`config.mk`:
```
export PLATFORM = sky130hd
export DESIGN_NAME = t1_yellow_inserter
export DESIGN_NICKNAME = d
export VERILOG_FILES = /design/src/rtl/t1_yellow_inserter.sv
export SDC_FILE = /design/constraint.sdc
export NUM_CORES = 1
export LEC_CHECK = 0
export BUFFER_PORTS_ARGS = -buffer_cell sky130_fd_sc_hd__buf_2
export CAP_MARGIN = 20
export CELL_PAD_IN_SITES_DETAIL_PLACEMENT = 1
export CELL_PAD_IN_SITES_GLOBAL_PLACEMENT = 1
export CORE_AREA = 4 4 41 43
export CTS_CLUSTER_SIZE = 24
export DETAILED_ROUTE_END_ITERATION = 8
export DIE_AREA = 0 0 45 47
export GPL_TIMING_DRIVEN = 0
export PLACE_DENSITY_LB_ADDON = 0.1
export SETUP_SLACK_MARGIN = 0.2
export SLEW_MARGIN = 10
export SYNTH_ARGS = -nofsm -noshare
export SYNTH_HDL_FRONTEND = slang
export SYNTH_SLANG_ARGS = --single-unit
```
`constraint.sdc`:
```
create_clock -name clk -period 2.4 [get_ports clk]
set_input_delay 0.12 -clock clk [delete_from_list [all_inputs] [get_ports clk]]
set_output_delay 0.12 -clock clk [all_outputs]
set_load 0.01 [all_outputs]
```
`src/rtl/t1_yellow_inserter.sv`:
```
module t1_yellow_inserter #(
  parameter int             PAT_W    = 16,
  parameter logic [PAT_W-1:0] PAT    = 16'hFF00,
  parameter int             FRM_W    = 5,
  parameter int             FS_FRAME = 11,
  parameter int             B2_IDX   = 1
) (
  input  logic             clk,
  input  logic             rst_n,
  input  logic             alarm_en,
  input  logic             esf_mode,
  input  logic             yel_fmt,
  input  logic             sf_start,
  input  logic             fbit_stb,
  input  logic             dl_stb,
  input  logic [FRM_W-1:0] frame_idx,
  input  logic [2:0]       bit_idx,
  input  logic             din,
  output logic             dout
);
  localparam int PH_W = $clog2(PAT_W);
  localparam logic [PH_W-1:0] PH_MAX = PH_W'(PAT_W - 1);

  logic en_q, esf_q, fmt_q;
  logic [PH_W-1:0] phase;

  wire en_c  = sf_start ? alarm_en : en_q;
  wire esf_c = sf_start ? esf_mode : esf_q;
  wire fmt_c = sf_start ? yel_fmt  : fmt_q;

  wire b2_slot = !fbit_stb && (bit_idx == 3'(B2_IDX));
  wire dl_mode = en_c && esf_c && !fmt_c;
  wire do_b2   = en_c && b2_slot && (esf_c ? fmt_c : !fmt_c);
  wire do_fs   = en_c && !esf_c && fmt_c && fbit_stb && (frame_idx == FRM_W'(FS_FRAME));
  wire do_dl   = dl_mode && dl_stb;
  wire pat_bit = PAT[PH_MAX - phase];

  always_ff @(posedge clk) begin
    if (!rst_n) begin
      en_q  <= 1'b0;
      esf_q <= 1'b0;
      fmt_q <= 1'b0;
    end else if (sf_start) begin
      en_q  <= alarm_en;
      esf_q <= esf_mode;
      fmt_q <= yel_fmt;
    end
  end

  always_ff @(posedge clk) begin
    if (!rst_n || !dl_mode)
      phase <= '0;
    else if (dl_stb)
      phase <= (phase == PH_MAX) ? '0 : phase + 1'b1;
  end

  always_ff @(posedge clk) begin
    if (!rst_n)     dout <= 1'b0;
    else if (do_dl) dout <= pat_bit;
    else if (do_fs) dout <= 1'b1;
    else if (do_b2) dout <= 1'b0;
    else            dout <= din;
  end


  reset_state_chk: assert property (@(posedge clk) !rst_n |=> (dout == 1'b0) && !en_q && (phase == '0));


  passthru_chk: assert property (@(posedge clk) disable iff (!rst_n)
    !(do_dl || do_fs || do_b2) |=> dout == $past(din));


  b2_zero_chk: assert property (@(posedge clk) disable iff (!rst_n)
    do_b2 |=> !dout);


  fs12_chk: assert property (@(posedge clk) disable iff (!rst_n)
    do_fs |=> dout);


  phase_hold_chk: assert property (@(posedge clk) disable iff (!rst_n)
    (dl_mode && !dl_stb) |=> $stable(phase));


  cfg_hold_chk: assert property (@(posedge clk) disable iff (!rst_n)
    !sf_start |=> $stable({en_q, esf_q, fmt_q}));
endmodule

```
# Word level (Yosys, flattened, before mapping)
# Memories as Yosys holds them, arrays and structs flattened.
# Cells that the tools add are included.
# classes
n_addsub,2
multipliers,0
n_div,0
order_cmp,1
n_eq_ne,3
shifts,0
mux,9
bitwise_logic,0
reduce_logical,16
# ops
cell,n
1-bit logical AND,10
1-bit 2-to-1 mux,8
"5-bit by 4-bit equality test with 1-bit output, second input constant",1
1-bit zero test,5
"4-bit by 5-bit < comparator with 1-bit output, second input constant",1
"4-bit by 1-bit adder with 4-bit output, second input constant",1
"4-bit equality test, second input constant",1
4-bit 2-to-1 mux,1
"4-bit subtractor, first input constant",1
"3-bit by 1-bit equality test with 1-bit output, second input constant",1
1-bit logical OR,1
# totals
ff_bits,8
latch_bits,0
ram_bits,0
rom_bits,16
output_inout_bits,1
memories,1
# mem_list
memory,words,word_bits,read_ports,rd_clocked_by_memory_dff,write_ports,line_no,rtl
(name not given),16,1,1,0,0,36,wire pat_bit = PAT[PH_MAX - phase];

# Depth between registers and ports, before layout
# Gate-level depths: netlist of the first run.
# depth
ltp_word,8
mapped_depth,4
depth_no_buf,4

# Worst setup path after synthesis of the first run
# OpenSTA, ideal clock, no wires.
# synth_path
path_type,register to register
from,reg phase[0]
to,reg phase[0]
setup_ns,0.064
t_arrival_ns,0.911
required_time_ns,2.336
slack_ns,1.425
stages_incl_launch_ff,5
n_path_buf,0
synth_period_minus_slack_ns,0.975
path_cell_list,dfxtp_1 ha_1 a311oi_1 a21oi_1 nor2_1
# synth_via
elab_chain_len,2
elab_cells_between_ends,3
cone_classes,add/sub (1); eq/ne (1); mux (1)
# synth_rtl
element,line_no,rtl
start: declaration,25,logic [PH_W-1:0] phase;
start signal: assignment,54,phase <= (phase == PH_MAX) ? '0 : phase + 1'b1;
4-bit by 1-bit adder with 4-bit output or 4-bit equality test (tied branches),54,
4-bit 2-to-1 mux (*),54,
# Mark *: on every way between the ends. The rest lies on a longest branch, timed or not.
# A chain may end at the register's enable or synchronous reset.

# Worst setup path after layout of the first run
# Same ends and word-level chain as after synthesis.

==> reports/results.txt, run 1 <==
Final setup TNS = 0 ps
Worst slew pin tran = 357 ps
Post-Syn Area = 412 um2
Status = finished clean
WL final = 1000 um
Ant. Diodes = 0
Flops & latches, synth = 8
Total power = 0.000284 W
Vias in the first global route = 400
Avg Cell Area, Syn = 8.58 um2
Synth top area share = 0.389
WP data required = 2590 ps
Comb power frac = 0.142
FFs w/ async S/R, synth = 0
Number of flops mapped to enable cells by yosys = 0
Synthesized instance count = 48
Core area = 0.00130 mm2
Gr usage total = 0.115
Crit path max-delay cell type = dfxtp_1
RSZ-0062 raised after global routing = false
# rows = 13
WL/cell = 12.1 um
Die Span X = 45 um
Setup bufs post-CTS = 0
Synth top area cells = dfxtp_1 (39%), mux2i_1 (7.3%), nand2_1 (6.4%), a21oi_1 (3.6%), nor2_1 (3.6%)
Fillers = 171
Final Util = 0.413
Synth Flop Type = dfxtp_1
# setup viols final = 0
Drt first pass iters = 3
Layout cells sized above 1 = 0.324
Synth unique cells = 23
Critical path class = flip-flop to flip-flop
PwrDens = 528 mW/mm2
GRT overflow = 0
Worst path cell trace = ha_1 > a311oi_1 > a21oi_1 > nor2_1
Max-slew violation count = 0
Max_cap viols = 0
Worst skew pair latency = 260 ps
WP data arrival = 1250 ps
Clock Pin Slew Worst Setup and Hold Paths = 60 ps
Crit-path max cell delay = 350 ps
Internal power = 0.000217 W
Mapped Nets = 66
Die ar. = 0.00212 mm2
Average vias per placed instance = 5.00
Initial core utilization = 0.316
Post-synth top cells = dfxtp_1 (8), nand2_1 (7), nor2_1 (4)
Port Buffers = 17
Final Hold Viols = 0
Max IR drop VDD = 0.000230 V
Pin count of the biggest net entering global routing = 9
Post-CTS sizing = 0
Vert. Die Dim = 47 um
PnR worst setup slack = 1340 ps
Starting DRT DRC Count = 2
Detail Placement HPWL = 815 um
R2R depth = 4
Max Freq = 0.945 GHz
CTS Buf Count = 3
Min Clock Period, post-route = 1060 ps
Sequential share of the synthesized area = 0.389
CTS tree = built
Synth Warn # = 0
Layout Skew = 5.22 ps
Psw = 0.0000675 W
Most area-hungry cell type in the Yosys netlist = dfxtp_1
Setup crit end kind = flip-flop
First-pass GRT wire length = 1660 um
Layout Nets = 88
Count leader, synth = dfxtp_1
LEAKAGE = 0.233 nW
Remaining DRCs = 0
Hold Path Class = input port to flip-flop
P&R area growth vs syn = 30.7%
Sw Ratio = 0.237
Place WS = 1260 ps
Hold_buf cts = 0
Sequential power share = 0.494
Clock buffer depth = 2
Crit Path Max Fanout = 5
CTS H-tree depth = 1
Antenna violations before repair = 0
Worst setup SP type = flip-flop
Boundary Pins = 18
Max_slew headroom = 0.755
Clk root buf = clkbuf_4
Via count = 415
Gpl congestion = 0.715
Final worst-path cycle share = 0.441
Hold path cells = 3
Clock power frac = 0.364
Clk sink count = 8
Antenna Violating Nets Remaining = 0
-- cells by family (layout without fill, tap and decap cells) --
logic type | Yosys count | count (layout) | synth area share
muxes | 3 | 3 | 0.0730
and+or+nand+nor | 23 | 23 | 0.313
DFF | 8 | 8 | 0.389
adders and majority gates | 1 | 1 | 0.0304
AOI/OAI and AO/OA | 10 | 10 | 0.155
xor gates and xnor gates | 1 | 1 | 0.0213
buffers and inverters | 2 | 22 | 0.0182
-- flip-flops by register name, summed over array words and instances (netlist names) --
register / flops
dout: 1
en_q: 1
esf_q: 1
fmt_q: 1
phase: 4
-- metrics by stage --
stage	cells	cell area [um2]	hold slack (ps)
finish	83	538	130
global route	83	538	150
CTS	83	538	127
detailed placement	80	515	395
global placement	80	515	394
floorplan	48	412	248
-- cell usage in the layout (no fill, tap or decap), types with 2 or more instances in the layout --
cell      netlist  layout
dfxtp_1         8       8
nand4_1         2       2
inv_1           2       2
a21oi_1         3       3
mux2i_1         3       3
or3_1           2       2
clkbuf_4        0       3
nor2_1          4       4
o21ai_0         2       2
buf_2           0      17
nand3_1         2       2
nand2_1         7       7
-- layer usage --
metal | GRT usage | vias to the layer above | wire, um
li1 | - | 216 | -
met1 | 0.117 | 181 | 435
met2 | 0.192 | 14 | 454
met3 | 0.0536 | 4 | 97
met4 | 0.0702 | 0 | 14
met5 | 0 | - | 0
-- critical path, delay by kind of cell (launching register included) --
family | cells | cell delay [ps]
flip-flops | 1 | 350
AO/OA/AOI/OAI | 2 | 340
adder cells (fa/ha/maj) | 1 | 240
AND/OR/NAND/NOR | 1 | 80
-- layout make-up --
cell class | instances | area, um2 | share of cell area
multi-input cells | 38 | 244 | 0.453
flip-flops and latches | 8 | 160 | 0.298
repair buffers | 17 | 85.1 | 0.158
clock buffers | 3 | 22.5 | 0.0419
well taps | 15 | 18.8 | 0.0349
inverters | 2 | 7.51 | 0.0140
-- worst paths after layout --
path                              start                    end  slack [ps]
setup / recovery  phase[0]$_SDFFE_PP0P_  phase[0]$_SDFFE_PP0P_        1340
hold / removal                      din        dout$_SDFF_PN0_         130
setup reg to reg  phase[0]$_SDFFE_PP0P_  phase[0]$_SDFFE_PP0P_        1340
hold reg to reg        esf_q$_SDFF_PN0_       esf_q$_SDFF_PN0_         490
-- power groups by stage --
stage          sequential, W  combinational (W)  clock, W
2_1_floorplan       0.000144          0.0000177         0
4_1_cts             0.000140          0.0000413  0.000110
3_3_place_gp        0.000143          0.0000408         0
3_5_place_dp        0.000143          0.0000411         0
6_report            0.000140          0.0000404  0.000104
5_1_grt             0.000141          0.0000460  0.000120
No activity file was read; power rests on OpenSTA's default activity.
==> run 2: changes to the inputs <==
--- a/config.mk
+++ b/config.mk
@@ -5,14 +5,15 @@
 export SDC_FILE = /design/constraint.sdc
 export NUM_CORES = 1
 export LEC_CHECK = 0
+export ABC_AREA = 1
 export BUFFER_PORTS_ARGS = -buffer_cell sky130_fd_sc_hd__buf_2
 export CAP_MARGIN = 20
 export CELL_PAD_IN_SITES_DETAIL_PLACEMENT = 1
 export CELL_PAD_IN_SITES_GLOBAL_PLACEMENT = 1
-export CORE_AREA = 4 4 41 43
+export CORE_MARGIN = 4
+export CORE_UTILIZATION = 30
 export CTS_CLUSTER_SIZE = 24
 export DETAILED_ROUTE_END_ITERATION = 8
-export DIE_AREA = 0 0 45 47
 export GPL_TIMING_DRIVEN = 0
 export PLACE_DENSITY_LB_ADDON = 0.1
 export SETUP_SLACK_MARGIN = 0.2
==> constraint.sdc (replaced) <==
create_clock -name clk -period 1.11 [get_ports clk]
set_input_delay 0.0555 -clock clk [delete_from_list [all_inputs] [get_ports clk]]
set_output_delay 0.0555 -clock clk [all_outputs]
set_load 0.01 [all_outputs]
==> run 2 against run 1 <==
Wire length grew 15%. Largest power group unchanged. Synthesized cell count grew 54%. Combinational power grew to 3.5 times the previous value. Power grew 130%. Non-clock buffer count grew 3. Sequential power grew 120%. Flip-flop and latch count is the same.
==> reports/results.txt, run 2 <==
Via count = 515
Detail Placement HPWL = 921 um
Gpl congestion = 0.670
Total power = 0.000659 W
Crit Path Max Fanout = 4
Number of flops mapped to enable cells by yosys = 0
Avg Cell Area, Syn = 6.36 um2
Synth top area cells = dfxtp_1 (34%), nand2_1 (22%), nor2_1 (9.6%), inv_1 (7.2%), xor2_1 (3.7%)
Worst path cell trace = inv_2 > nand2_2 > nand2_4 > nor2_4 > nand3_4 > a211oi_2
Hold_buf cts = 0
Clk root buf = clkbuf_4
Vias in the first global route = 473
Max IR drop VDD = 0.000609 V
Placed cells = 107
CTS tree = built
Max_cap viols = 0
Sequential share of the synthesized area = 0.340
Hold Path Origin = rst_n
Antenna violations before repair = 0
FF-to-FF setup slack = 160 ps
Synth Warn # = 0
# rows = 14
Synth unique cells = 15
PnR worst setup slack = 160 ps
FFs w/ async S/R, synth = 0
WP data arrival = 1110 ps
GRT overflow = 0
Average vias per placed instance = 4.56
Most area-hungry cell type in the Yosys netlist = dfxtp_1
Remaining DRCs = 0
Worst setup SP type = flip-flop
Max Freq = 1.05 GHz
Synthesized instance count = 74
Critical path class = flip-flop to flip-flop
Register area = 171 um2
First-pass GRT wire length = 1770 um
Drt first pass iters = 4
Fin cells = 113
CTS Buf Count = 3
Post-Syn Area = 470 um2
Fillers = 211
Min Clock Period, post-route = 950 ps
Die Span X = 47.6 um
Hold path cells = 3
Die ar. = 0.00227 mm2
Initial core utilization = 0.316
CTS H-tree depth = 1
Flops & latches, synth = 8
Layout Skew = 1.16 ps
Commonest cells after routing, fill and taps aside = nand2_1 (21), buf_2 (17), nor2_1 (10)
RR Endpoint = phase[0]$_SDFFE_PP0P_
Boundary Pins = 18
Vert. Die Dim = 47.6 um
FF-to-FF Start = en_q$_SDFF_PN0_
Final worst-path cycle share = 0.856
Layout Nets = 117
Crit path max-delay cell type = dfxtp_2
# setup viols final = 0
Biggest register = phase
Endpoint, Worst Hold = dout$_SDFF_PN0_
Count leader, synth = nand2_1
RSZ-0062 raised after global routing = true
Final setup TNS = 0 ps
Clk sink count = 8
Synth top area share = 0.340
Clock buffer depth = 2
WL final = 1150 um
Worst slew pin tran = 167 ps
Antenna Violating Nets Remaining = 0
P&R area growth vs syn = 49.2%
R2R depth = 6
Crit-path max cell delay = 330 ps
Layout cells sized above 1 = 0.505
WL/cell = 10.2 um
Worst skew pair latency = 250 ps
Place WS = 103 ps
Port Buffers = 17
Max-slew violation count = 0
Clock Pin Slew Worst Setup and Hold Paths = 50 ps
Synth Flop Type = dfxtp_1
Max_slew headroom = 0.888
Starting DRT DRC Count = 4
WP data required = 1270 ps
Ant. Diodes = 0
Most common cell after layout, fill and taps aside = nand2_1
Core area = 0.00149 mm2
Multi-input logic area = 339 um2
LEAKAGE = 0.329 nW
Pin count of the biggest net entering global routing = 8
Post-synth top cells = nand2_1 (28), nor2_1 (12), inv_1 (9)
Max FFs per register = 4
Status = finished clean
Hold Path Class = input port to flip-flop
Gr usage total = 0.113
Final Hold Viols = 0
PwrDens = 940 mW/mm2
Mapped Nets = 92
Setup crit end kind = flip-flop
run 2: cell types whose count changed after synthesis, sizes merged, moves of 3 or more:
cell,before,now
nor2,4,13
nand2,7,30
mux2i,3,0
inv,2,10
run 2: power by group:
part | leakage (nW) | switching [W] | internal, W
Clock | 0.0138 | 0.0000936 | 0.000123
Combinational | 0.247 | 0.0000789 | 0.0000617
Sequential | 0.0682 | 0.00000682 | 0.000295
run 2: worst max-delay path by stage:
stage                          startpoint                     to  slack (ps)  depth (start not counted)
floorplan           phase[0]$_SDFFE_PP0P_  phase[0]$_SDFFE_PP0P_         200                          4
global placement         fmt_q$_SDFF_PN0_        dout$_SDFF_PN0_         120                          8
detailed placement       fmt_q$_SDFF_PN0_        dout$_SDFF_PN0_         100                          8
CTS                       en_q$_SDFF_PN0_  phase[0]$_SDFFE_PP0P_         130                          6
global route              en_q$_SDFF_PN0_  phase[0]$_SDFFE_PP0P_          80                          6
finish                    en_q$_SDFF_PN0_  phase[0]$_SDFFE_PP0P_         160                          6
run 2: metrics by stage:
| stage | hold slack (ps) | area, um2 | utilization |
|---|---|---|---|
| final | 40.1 | 702 | 0.471 |
| after global routing | 40.7 | 702 | 0.471 |
| after global placement | 309 | 586 | 0.393 |
| after floorplan | 137 | 480 | - |
| after detailed placement | 311 | 586 | 0.393 |
| after CTS | 36.1 | 658 | 0.442 |
run 2: layer usage:
| layer | vias to the layer above | track usage | part of all wire |
|---|---|---|---|
| li1 | 274 | - | - |
| met1 | 225 | 0.129 | 0.43 |
| met2 | 14 | 0.195 | 0.48 |
| met3 | 2 | 0.0564 | 0.082 |
| met4 | 0 | 0.0161 | 0.0061 |
| met5 | - | 0 | 0 |
run 2: kinds of logic after synthesis:
group           Yosys count  share of synthesized area
buf+inv                  10                     0.0798
compound gates            4                     0.0585
fa+ha+maj                 1                     0.0266
simple gates             49                      0.457
flops                     8                      0.340
xor+xnor                  2                     0.0372
run 2: cell type report:
| cell class | instances | share of cell area |
|---|---|---|
| multi-input cells | 56 | 0.483 |
| flip-flops and latches | 8 | 0.244 |
| clock buffers | 3 | 0.0321 |
| well taps | 16 | 0.0285 |
| inverters | 10 | 0.0535 |
| repair buffers | 20 | 0.159 |
run 2: critical path, delay by kind of cell (launching register included):
family | cells | cell delay, ps
compound gates | 1 | 160
buf+inv | 1 | 30
flops | 1 | 330
simple gates | 4 | 340
run 2: repair_timing:
| item | in CTS | in global routing |
|---|---|---|
| pin swaps | 2 | 10 |
| setup buffers | 3 | 0 |
| resized for setup | 10 | 14 |
| endpoints found under the setup margin | 5 | 5 |
